## config.mk

```make
export PLATFORM = sky130hd
export DESIGN_NAME = sample_fifo
export DESIGN_NICKNAME = d
export VERILOG_FILES = /design/src/rtl/sample_fifo.sv
export SDC_FILE = /design/constraint.sdc
export NUM_CORES = 1
export LEC_CHECK = 0
export BUFFER_PORTS_ARGS = -buffer_cell sky130_fd_sc_hd__buf_2
export CORE_ASPECT_RATIO = 1.2
export CORE_MARGIN = 1.5
export CORE_UTILIZATION = 45
export CTS_CLUSTER_SIZE = 20
export DETAILED_ROUTE_END_ITERATION = 8
export GPL_ROUTABILITY_DRIVEN = 0
export GPL_TIMING_DRIVEN = 0
export PLACE_DENSITY_LB_ADDON = 0.12
export SLEW_MARGIN = 25
export SYNTH_ARGS = -nofsm -noshare
export SYNTH_HDL_FRONTEND = slang
export SYNTH_SLANG_ARGS = --single-unit
```

## constraint.sdc

```tcl
create_clock -name clk -period 9.05 [get_ports clk]
set_input_delay 1.81 -clock clk [delete_from_list [all_inputs] [get_ports clk]]
set_output_delay 1.81 -clock clk [all_outputs]
set_load 0.01 [all_outputs]
```

## src/rtl/sample_fifo.sv

```systemverilog
module sample_fifo #(
  parameter int DEPTH    = 64,
  parameter int SMP_W    = 14,
  parameter int THR_W    = 6,
  parameter int THR_INIT = 19
) (
  input  logic                         clk,
  input  logic                         rst_n,
  input  logic                         wr_valid,
  input  logic [SMP_W-1:0]             wr_sample,
  input  logic                         wr_first,
  input  logic                         clear,
  input  logic                         rd_lo,
  input  logic                         rd_hi,
  output logic [7:0]                   rd_data,
  input  logic                         thr_wr,
  input  logic [THR_W-1:0]             thr_data,
  input  logic                         ovf_clr,
  output logic [$clog2(DEPTH+1)-1:0]   level,
  output logic                         overflow,
  output logic                         above_thr
);
  localparam int AW    = $clog2(DEPTH);
  localparam int LW    = $clog2(DEPTH+1);
  localparam int WORD  = SMP_W + 2;

  logic [WORD-1:0] mem [DEPTH];
  logic [AW-1:0]   wp, rp;
  logic [THR_W-1:0] thr;
  logic            mark;
  logic            empty, full, pop, push, mark_nxt;
  logic [WORD-1:0] head;

  assign empty    = (level == '0);
  assign full     = (level == LW'(DEPTH));
  assign pop      = rd_hi && !empty && !clear;
  assign push     = wr_valid && !clear && (!full || pop);
  assign mark_nxt = wr_first ? mark : ~mark;
  assign head     = mem[rp];
  assign rd_data  = (empty || !(rd_lo || rd_hi)) ? 8'h00 :
                    rd_hi ? head[15:8] : head[7:0];
  assign above_thr = level > LW'(thr);

  always_ff @(posedge clk) begin
    if (push) mem[wp] <= {wr_sample, 1'b0, mark_nxt};
  end

  always_ff @(posedge clk or negedge rst_n) begin
    if (!rst_n) begin
      wp <= '0; rp <= '0; level <= '0; mark <= 1'b0;
    end else if (clear) begin
      wp <= '0; rp <= '0; level <= '0; mark <= 1'b0;
    end else begin
      if (push) begin
        wp   <= wp + AW'(1);
        mark <= mark_nxt;
      end
      if (pop) rp <= rp + AW'(1);
      if (push && !pop)      level <= level + LW'(1);
      else if (pop && !push) level <= level - LW'(1);
    end
  end

  always_ff @(posedge clk or negedge rst_n) begin
    if (!rst_n) begin
      thr      <= THR_W'(THR_INIT);
      overflow <= 1'b0;
    end else begin
      if (thr_wr) thr <= thr_data;
      if (wr_valid && !clear && full && !pop) overflow <= 1'b1;
      else if (ovf_clr)                       overflow <= 1'b0;
    end
  end

  AST_LEVEL_BOUND: assert property (@(posedge clk) disable iff (!rst_n)
    level <= LW'(DEPTH));
  AST_OVF_STICKY: assert property (@(posedge clk) disable iff (!rst_n)
    (overflow && !ovf_clr) |=> overflow);
  AST_CLEAR_EMPTY: assert property (@(posedge clk) disable iff (!rst_n)
    clear |=> (level == '0) && !above_thr);
  AST_POP_LEVEL: assert property (@(posedge clk) disable iff (!rst_n)
    (rd_hi && !empty && !wr_valid && !clear) |=> level == $past(level) - LW'(1));
  AST_PUSH_POP_HOLD: assert property (@(posedge clk) disable iff (!rst_n)
    (rd_hi && !empty && wr_valid && !clear) |=> level == $past(level));
  AST_EMPTY_READ: assert property (@(posedge clk) disable iff (!rst_n)
    (level == '0) |-> (rd_data == 8'h00));
endmodule

```

Yosys cells after proc, flatten, opt, wreduce, memory -nomap -nowiden
Memories as Yosys holds them, arrays and structs flattened.
Index checks and enable logic that the tools add are counted.

word-level totals
  flip-flop bits (word level) = 27
  memory bits (writable) = 960
  output and inout bits = 17
  logic and storage cells = 52
  memories kept = 1

cells by class
  $add $sub $neg = 4
  magnitude comparators = 1
  eq/ne operators = 1
  multiplexer cells = 16
  bitwise gates (word level) = 1
  reductions and logical operators = 22

memories
  memory  depth  width  read ports  clocked after Yosys merged registers in  wr ports  line  RTL
  mem     64     15     1           0                                        1         27    logic [WORD-1:0] mem [DEPTH];

operators with widths
  kind                   count
  $mux W6                4
  $mux W7                3
  $mux W8                2
  $add A6 B1 Y6 const B  2
  $logic_and A1 B1 Y1    8
  $add A7 B1 Y7 const B  1
  $eq A7 B7 Y1 const B   1
  $gt A7 B6 Y1           1
  $logic_not A7 Y1       1
  $mux W1                7
  $sub A7 B1 Y7 const B  1
  $logic_not A1 Y1       6
  $reduce_bool A2 Y1     3
  $logic_or A1 B1 Y1     3
  $reduce_bool A3 Y1     1
  $not A1 Y1             1

Logic depth before layout (Yosys ltp)
Gate-level depths: netlist (run 1).

  depth after elaboration = 11
  depth in mapped cells = 12
  depth with buffers taken out = 12

Worst setup path before layout (run 1)
Ideal clock, no wire load.

  path type = input-to-output
  start = input rd_hi
  end = output rd_data[4]
  data arrival time = 3269 ps
  data required time = 7240 ps
  path slack = 3971 ps
  stages on the path = 5
  path through = inv_1 a31oi_1 nand2b_1 or3_1 o211ai_1

between the ends
  word-level cells in the longest chain between the ends = 4
  elaborated cells on any way between the ends = 5
  those cells by class = mux: 2; reduce/logical: 3

ends and longest elaborated chain
  item                line  RTL
  start, declared     14    input logic rd_hi,
  $logic_or A1 B1 Y1  40    assign rd_data = (empty || !(rd_lo || rd_hi)) ? 8'h00 :
  $logic_not A1 Y1    40
  $logic_or A1 B1 Y1  40
  $mux W8 *           40
  end, declared       15    output logic [7:0] rd_data,

Mark *: on every way between the ends. The rest lies on a longest branch, timed or not.

Worst setup path in the final report (run 1)
  start = register rp[1]
  end = output rd_data[5]

between the ends
  word-level cells in the longest chain between the ends = 3

ends and longest elaborated chain
  item                    line  RTL
  start, declared         28    logic [AW-1:0] wp, rp;
  start signal, assigned  58    if (pop) rp <= rp + AW'(1);
  $mem_v2 Z64 W15         -
  $mux W8                 41    rd_hi ? head[15:8] : head[7:0];
  $mux W8                 40

Every way passes these cells.

==> metrics.txt, run 1 <==
post-synth top area cell edfxtp_1; multiplexer share of the synthesized area 14.4%; sequential element share of the synthesized area 76.2%; Highest Clock Rate 0.146 GHz; Setup Crit Path Kind flop to output port; critical path endpoint category output port; hold-fix buffers at CTS 0; vias 20195; Clock Path Buffers 3; HP Start thr[4]$_DFFE_PN1P_; Final min period 6.83 ns; final hold viol count 0; CTS H-tree depth 3; fillers 6671; Main synth FF type edfxtp_1; WL/cell 33.8 um; static leakage 13.9 nW; CP Launch Type flop; Compound-Gate Fraction of Synth Area 3.35%; initial antenna violation count 2; Critical Path AT 5.02 ns; All-Layer GR Usage 26.0%; Post-synth EDFFs 960; TritonCTS clock tree done; max_cap viols 0; XOR/XNOR Fraction of Synth Area 0.362%; vias per cell 6.07; synth cell count leaders 960 x edfxtp_1, 176 x mux2i_1, 164 x mux4_2, 100 x nor2_1, 71 x a22oi_1; Design Area, Final 44500 um^2; Core ar. 85100 um^2; Die X-Extent 271 um; number of cell rows 117; DP Worst Slack 2.92 ns; pin count of the biggest net entering global routing 65; DRC 0; Starting DRT DRC Count 2324; synth-to-layout area growth 15.0%; largest family of logic cells by synthesized area multiplexers; Area contributors post-synth edfxtp_1 74%, mux4_2 9.5%, mux2i_1 4.6%, dfrtp_1 1.6%, a22oi_1 1.4%; global-route wire length before repair 156 mm; Post-Place Cell Area 41300 um^2; Final Cycle Share 75.5%; register bit total from synthesis 987; DP HPWL 73.8 mm; max-slew violation count 0; simple-gate portion of the synthesized area 3.41%; Slew Limit Headroom 22.8%; critical path peak fanout 10; Clock Skews 0.0339 ns; vias in the first global route 20439; Final #Nets 2159; root buf cell clkbuf_16; remaining antenna violation count 0; Power Density 264 nW/um^2; CTS Buf Count 96; syn avg cell area 20.0 um^2; layout cells sized above 1 24.4%; synth warn 0; RSZ-0062 raised after global routing no; setup bufs post-CTS 0; Die Y 324 um; Worst-Margin Slew 1.16 ns; Distinct cells, synth 62; die area 87800 um^2; Synth Area in Adders 0.504%; post-synth top area share 74.5%; worst setup path start rp[1]$_DFFE_PN0P_; Mapped Cells 1936; TritonCTS Sinks 987; Worst Path Required 7.24 ns; Worst Hold Class flop to flop; ys async rst share 2.74%; Clk Latency, worst-skew pair 0.68 ns; final setup fails 0; synthesized area 38700 um^2; Initial Util 45.5%; GRT overflow 0; most frequent cell after synthesis edfxtp_1; drt first pass iters 9; post-CTS sizing 0; DRT Wirelength 112 mm; Top-Level Pins 46; setup ws final 2.22 ns; Syn Nets 1980; I/O Buffers 44; maximum vdd drop 0.000172 V; Fin Setup TNS 0 ns; status finished clean; R2R Path Start level[1]$_DFFE_PN0P_; Clock transition at path regs 0.06 ns
## placed cells by master, fill, tap and decap left out, types with 10 or more instances in the layout
cell type and n:
dfrtp_1 24, edfxtp_1 960, nor2_2 26, ha_1 14, nor2_4 38, nor3_1 26
mux4_2 164, buf_8 17, clkinv_2 14, nand3_1 18, clkbuf_16 99, nand2_1 40
buf_4 38, a21oi_1 12, nand4_1 19, clkinv_1 20, o22ai_1 35, buf_1 12
mux2i_1 176, clkbuf_1 47, buf_2 53, o21ai_0 19, bufinv_16 13, buf_6 28
nor2_1 36, inv_1 14, nand2b_1 10, mux2_2 12, a22oi_1 71
## power by group
| part | internal [mW] | total [mW] | switching [mW] |
|---|---|---|---|
| clock | 2.41 | 4.14 | 1.72 |
| sequential | 5.05 | 5.08 | 0.0288 |
| combinational | 1.03 | 2.53 | 1.50 |
| total | 8.49 | 11.7 | 3.25 |
## layer usage
| metal | part of all wire (%) | wire length [um] | up-vias | track usage [%] |
|---|---|---|---|---|
| li1 | - | - | 8368 | - |
| met1 | 39 | 44200 | 10813 | 32.9 |
| met2 | 50 | 56500 | 782 | 44.4 |
| met3 | 6.0 | 6750 | 232 | 4.02 |
| met4 | 4.5 | 5100 | 0 | 11.6 |
| met5 | 0 | 0 | - | 0 |
## worst max-delay path, stage by stage, from the launching register on
cell and delay, ns:
dfrtp_1 0.38, buf_2 0.25, buf_2 0.44, buf_2 0.57, clkbuf_1 0.81, mux4_2 0.41
o22ai_1 0.44, nor4_1 0.10, a21oi_1 0.42, o211ai_1 0.26, buf_2 0.21
## per-stage QoR
stage / total power [mW] / std cells / hold slack, ns / utilization (%)
finish: 11.7 / 3327 / 0.518 / 52.3
global route: 12.1 / 3324 / 0.548 / 52.3
CTS: 11.8 / 3324 / 0.521 / 52.3
detailed placement: 7.72 / 3147 / 0.512 / 48.5
global placement: 7.69 / 3110 / 0.496 / 47.4
floorplan: 6.76 / 1936 / 0.478 / -
## area by class of cell
type                    instances  area (um^2)  share of cell area [%]
flip-flops and latches        987        29500                    66.3
multi-input cells             832         8930                    20.0
clock buffers                 121         2600                    5.84
well taps                    1130         1410                    3.18
repair buffers                 81          769                    1.73
clock inverters                56          647                    1.45
plain buffers                 101          591                    1.33
inverters                      16         60.1                   0.135
diodes                          3         7.51                  0.0169
## cell families after synthesis
logic type / after synthesis
muxes: 352
and+or+nand+nor: 265
DFF: 987
buffers and inverters: 117
xor gates and xnor gates: 16
AOI/OAI and AO/OA: 184
adders and majority gates: 15
## worst paths after layout
| kind | cells past startpoint | slack, ns | endpoint |
|---|---|---|---|
| max in group asynchronous | 1 | 7.34 | rp[1]$_DFFE_PN0P_ |
| worst min-delay path | 2 | 0.52 | thr[4]$_DFFE_PN1P_ |
| worst max-delay path | 10 | 2.22 | rd_data[5] |
| worst max register to register | 12 | 4.97 | level[6]$_DFFE_PN0P_ |
| min in group asynchronous | 1 | 1.21 | level[3]$_DFFE_PN0P_ |
| worst min register to register | 2 | 0.52 | thr[4]$_DFFE_PN1P_ |
## flip-flops by register name, summed over array words and instances, names as in the netlist
register	count
rp	6
overflow	1
level	7
thr	6
mem	960
wp	6
mark	1
No activity file was read; power rests on OpenSTA's default activity.
==> run 2, diff against run 1 <==
- ABC_AREA: default -> 1
- clock period: 9.05 -> 5.6 ns (I/O delays scaled with it)
==> run 2 against run 1 <==
Net effect:
- sequential power is 62% higher
- global-route usage is 5.4 points higher
- critical path depth is 2 higher
- utilization is 0.25 points higher
- total power is 57% higher
- critical path type unchanged
==> metrics.txt, run 2 <==
global-route wire length before repair 201 mm (was 156 mm); max-slew violation count 0 (unchanged); Crit path buffers/inverters 4 (was 5); Critical Path AT 4.03 ns (was 5.02 ns); vias per cell 5.96 (was 6.07); Clock transition at path regs 0.08 ns (was 0.06 ns); R2R setup slack 2.02 ns (was 4.97 ns); sequential element share of the synthesized area 72.9% (was 76.2%); critical path endpoint category output port (unchanged); Sw Share 31.6% (was 27.7%); maximum vdd drop 0.000290 V (was 0.000172 V); synth cell count leaders 1132 x nand2_1, 960 x edfxtp_1, 870 x nand3_1, 101 x nor2_1, 100 x buf_2 (was 960 x edfxtp_1, 176 x mux2i_1, 164 x mux4_2, 100 x nor2_1, 71 x a22oi_1); Most Frequent Cell on Critical Path nand3_1 (was buf_2); final core utilization 52.6% (was 52.3%); Power Density 393 nW/um^2 (was 264 nW/um^2); critical path peak fanout 10 (unchanged); vias in the first global route 27423 (was 20439); Design Area, Final 46900 um^2 (was 44500 um^2); Main synth FF type edfxtp_1 (unchanged); DRC 0 (unchanged); DP HPWL 99.4 mm (was 73.8 mm); Mapped Cells 3445 (was 1936); Clock Path Buffers 3 (unchanged); Largest Register mem (unchanged); Slew Limit Headroom 29.1% (was 22.8%); Area contributors post-synth edfxtp_1 71%, nand3_1 11%, nand2_1 10%, dfrtp_1 1.5%, buf_2 1.2% (was edfxtp_1 74%, mux4_2 9.5%, mux2i_1 4.6%, dfrtp_1 1.6%, a22oi_1 1.4%); cell family with most CP delay simple AND/OR/NAND/NOR gates (was buffers and inverters); drt first pass iters 6 (was 9); Core ar. 89200 um^2 (was 85100 um^2); clock share of power 33.8% (was 35.2%); hold-fix buffers at CTS 0 (unchanged); Final Cycle Share 91.9%; GRT overflow 0 (unchanged); ys async rst share 2.74% (unchanged); Die X-Extent 277 um (was 271 um); most frequent cell after synthesis nand2_1 (was edfxtp_1); final hold viol count 0 (unchanged); initial antenna violation count 2 (unchanged); Worst Hold Class primary input to asynchronous set/reset pin (was flop to flop); Distinct cells, synth 37 (was 62); vias 29071 (was 20195); All-Layer GR Usage 31.3% (was 26.0%); Final #Nets 3689 (was 2159); largest registers mem (960), level (7) (unchanged); max reg flops 960 (unchanged); pin count of the biggest net entering global routing 65 (unchanged); syn avg cell area 11.8 um^2 (was 20.0 um^2); post-CTS sizing 0 (unchanged); Clock Skews 0.0331 ns (was 0.0339 ns); remaining antenna violation count 0 (unchanged); Highest Clock Rate 0.194 GHz; most frequent cells in the layout 1132 x nand2_1, 960 x edfxtp_1, 870 x nand3_1 (was 960 x edfxtp_1, 176 x mux2i_1, 164 x mux4_2); CP max stage delay 0.62 ns (was 0.81 ns); number of cell rows 120 (was 117); combinational fraction of design power 21.5% (about the same); layout cells sized above 1 12.5% (was 24.4%); Worst R2R Path Depth 11 (was 12); synthesized area 40500 um^2 (was 38700 um^2); synth warn 0 (unchanged); R2R Path Start level[1]$_DFFE_PN0P_ (unchanged); critical path's slowest cell clkbuf_1 (unchanged); RSZ-0062 raised after global routing no (unchanged); Die Y 332 um (was 324 um); status finished clean (unchanged); Initial Util 45.4% (was 45.5%); post-synth top area cell edfxtp_1 (unchanged); root buf cell clkbuf_16 (unchanged); die area 91800 um^2 (was 87800 um^2); post-synth top area share 71.2% (was 74.5%); TritonCTS Sinks 987 (unchanged); fillers 7805 (was 6671); register bit total from synthesis 987 (unchanged); final setup fails 0 (unchanged); synth-to-layout area growth 15.8% (was 15.0%); CP Cell Sequence buf_2 -> buf_4 -> clkbuf_1 -> nand3_1 -> nand3_1 -> nand2_1 -> nand2_1 -> nand3_1 -> nand3_1 -> nand2_1 -> nor2_1 -> buf_2 (was buf_2 -> buf_2 -> buf_2 -> clkbuf_1 -> mux4_2 -> o22ai_1 -> nor4_1 -> a21oi_1 -> o211ai_1 -> buf_2); CTS Buf Count 95 (was 96); Post-synth EDFFs 960 (unchanged); Worst Path Required 4.48 ns (was 7.24 ns); Clk Latency, worst-skew pair 0.70 ns (was 0.68 ns); Setup Crit Path Kind flop to output port (unchanged); TritonCTS clock tree done (unchanged); WL/cell 29.8 um (was 33.8 um); Top-Level Pins 46 (unchanged); Post-Place Cell Area 44000 um^2 (was 41300 um^2); Pint 12.6 mW (was 8.49 mW); sequential power share 44.7% (was 43.3%); CP Launch Type flop (unchanged); static leakage 16.7 nW (was 13.9 nW); Worst-Margin Slew 1.06 ns (was 1.16 ns); CTS H-tree depth 3 (unchanged); Sw Pwr 5.81 mW (was 3.25 mW); Fin Setup TNS 0 ns (unchanged); I/O Buffers 44 (unchanged); Syn Nets 3489 (was 1980); Starting DRT DRC Count 4042 (was 2324); WP depth 12 (was 10); worst r2r dst mem[18][11]$_DFFE_PP_ (was level[6]$_DFFE_PN0P_); DRT Wirelength 145 mm (was 112 mm); commonest non-fill, non-tap cell in the layout nand2_1 (was edfxtp_1); max_cap viols 0 (unchanged); setup bufs post-CTS 0 (unchanged); Final min period 5.15 ns
run 2: cell types whose count changed after synthesis, sizes merged, moves of 17 or more:
| cell | delta |
|---|---|
| a22oi | -71 |
| inv | +20 |
| o22ai | -25 |
| nand4 | -17 |
| mux2i | -176 |
| nor3 | -24 |
| nand3 | +853 |
| buf | +103 |
| mux4 | -164 |
| nand2 | +1102 |
run 2: worst max path at each step:
stage	startpoint	to	slack, ns
2_1_floorplan	rd_hi	mem[15][0]$_DFFE_PP_	2.49
5_1_grt	rp[1]$_DFFE_PN0P_	rd_data[5]	0.57
4_1_cts	rp[2]$_DFFE_PN0P_	rd_data[4]	0.75
3_5_place_dp	rp[2]$_DFFE_PN0P_	rd_data[4]	1.48
3_3_place_gp	rd_hi	mem[63][7]$_DFFE_PP_	0.58
6_report	rp[2]$_DFFE_PN0P_	rd_data[5]	0.45
run 2: area by class of cell:
type                       instances  area, um^2  area share [%]
sequential                       987       29500            62.9
buffer                           215        1130            2.42
multi-input combinational       2204       10100            21.6
antenna                            1        2.50         0.00533
timing repair buffer             103        1590            3.39
clock buffer                     121        2540            5.41
tap                             1159        1450            3.09
inverter                          39         151           0.323
clock inverter                    52         404           0.861
run 2: metal layers:
layer  share of wire (%)  track usage [%]  vias to the layer above
met2                  46             49.2                     1752
li1                    -                -                    12590
met5              0.0089                0                        -
met4                 5.8             16.8                        2
met3                  10             6.09                      392
met1                  38             41.3                    14335
run 2: cells by family (layout without fill, tap and decap cells):
family                     Yosys count  in the layout  synth area share (%)
AOI/OAI and AO/OA                   56             56                 0.766
DFF                                987            987                  72.9
buffers and inverters              254            530                  3.17
xor gates and xnor gates             9              9                 0.195
and+or+nand+nor                   2123           2123                  22.5
adders and majority gates           15             15                 0.482
other                                0              1                     0
muxes                                1              1                0.0278
run 2: power groups by stage:
stage                     Combinational (mW)  Clock [mW]  Sequential (mW)
final                                   3.96        6.23             8.23
after global routing                    4.20        6.52             8.23
after CTS                               3.86        6.27             8.23
after detailed placement                3.84           0             8.39
after global placement                  3.74           0             8.39
after floorplan                         2.17           0             8.38
run 2: per-stage QoR:
| stage | cells | hold slack, ns | setup WS (ns) | power, mW |
|---|---|---|---|---|
| CTS | 4880 | 0.470 | 0.748 | 18.4 |
| global route | 4880 | 0.522 | 0.566 | 19.0 |
| global placement | 4648 | 0.493 | 0.584 | 12.1 |
| finish | 4881 | 0.476 | 0.453 | 18.4 |
| floorplan | 3445 | 0.463 | 2.49 | 10.6 |
| detailed placement | 4707 | 0.500 | 1.48 | 12.2 |
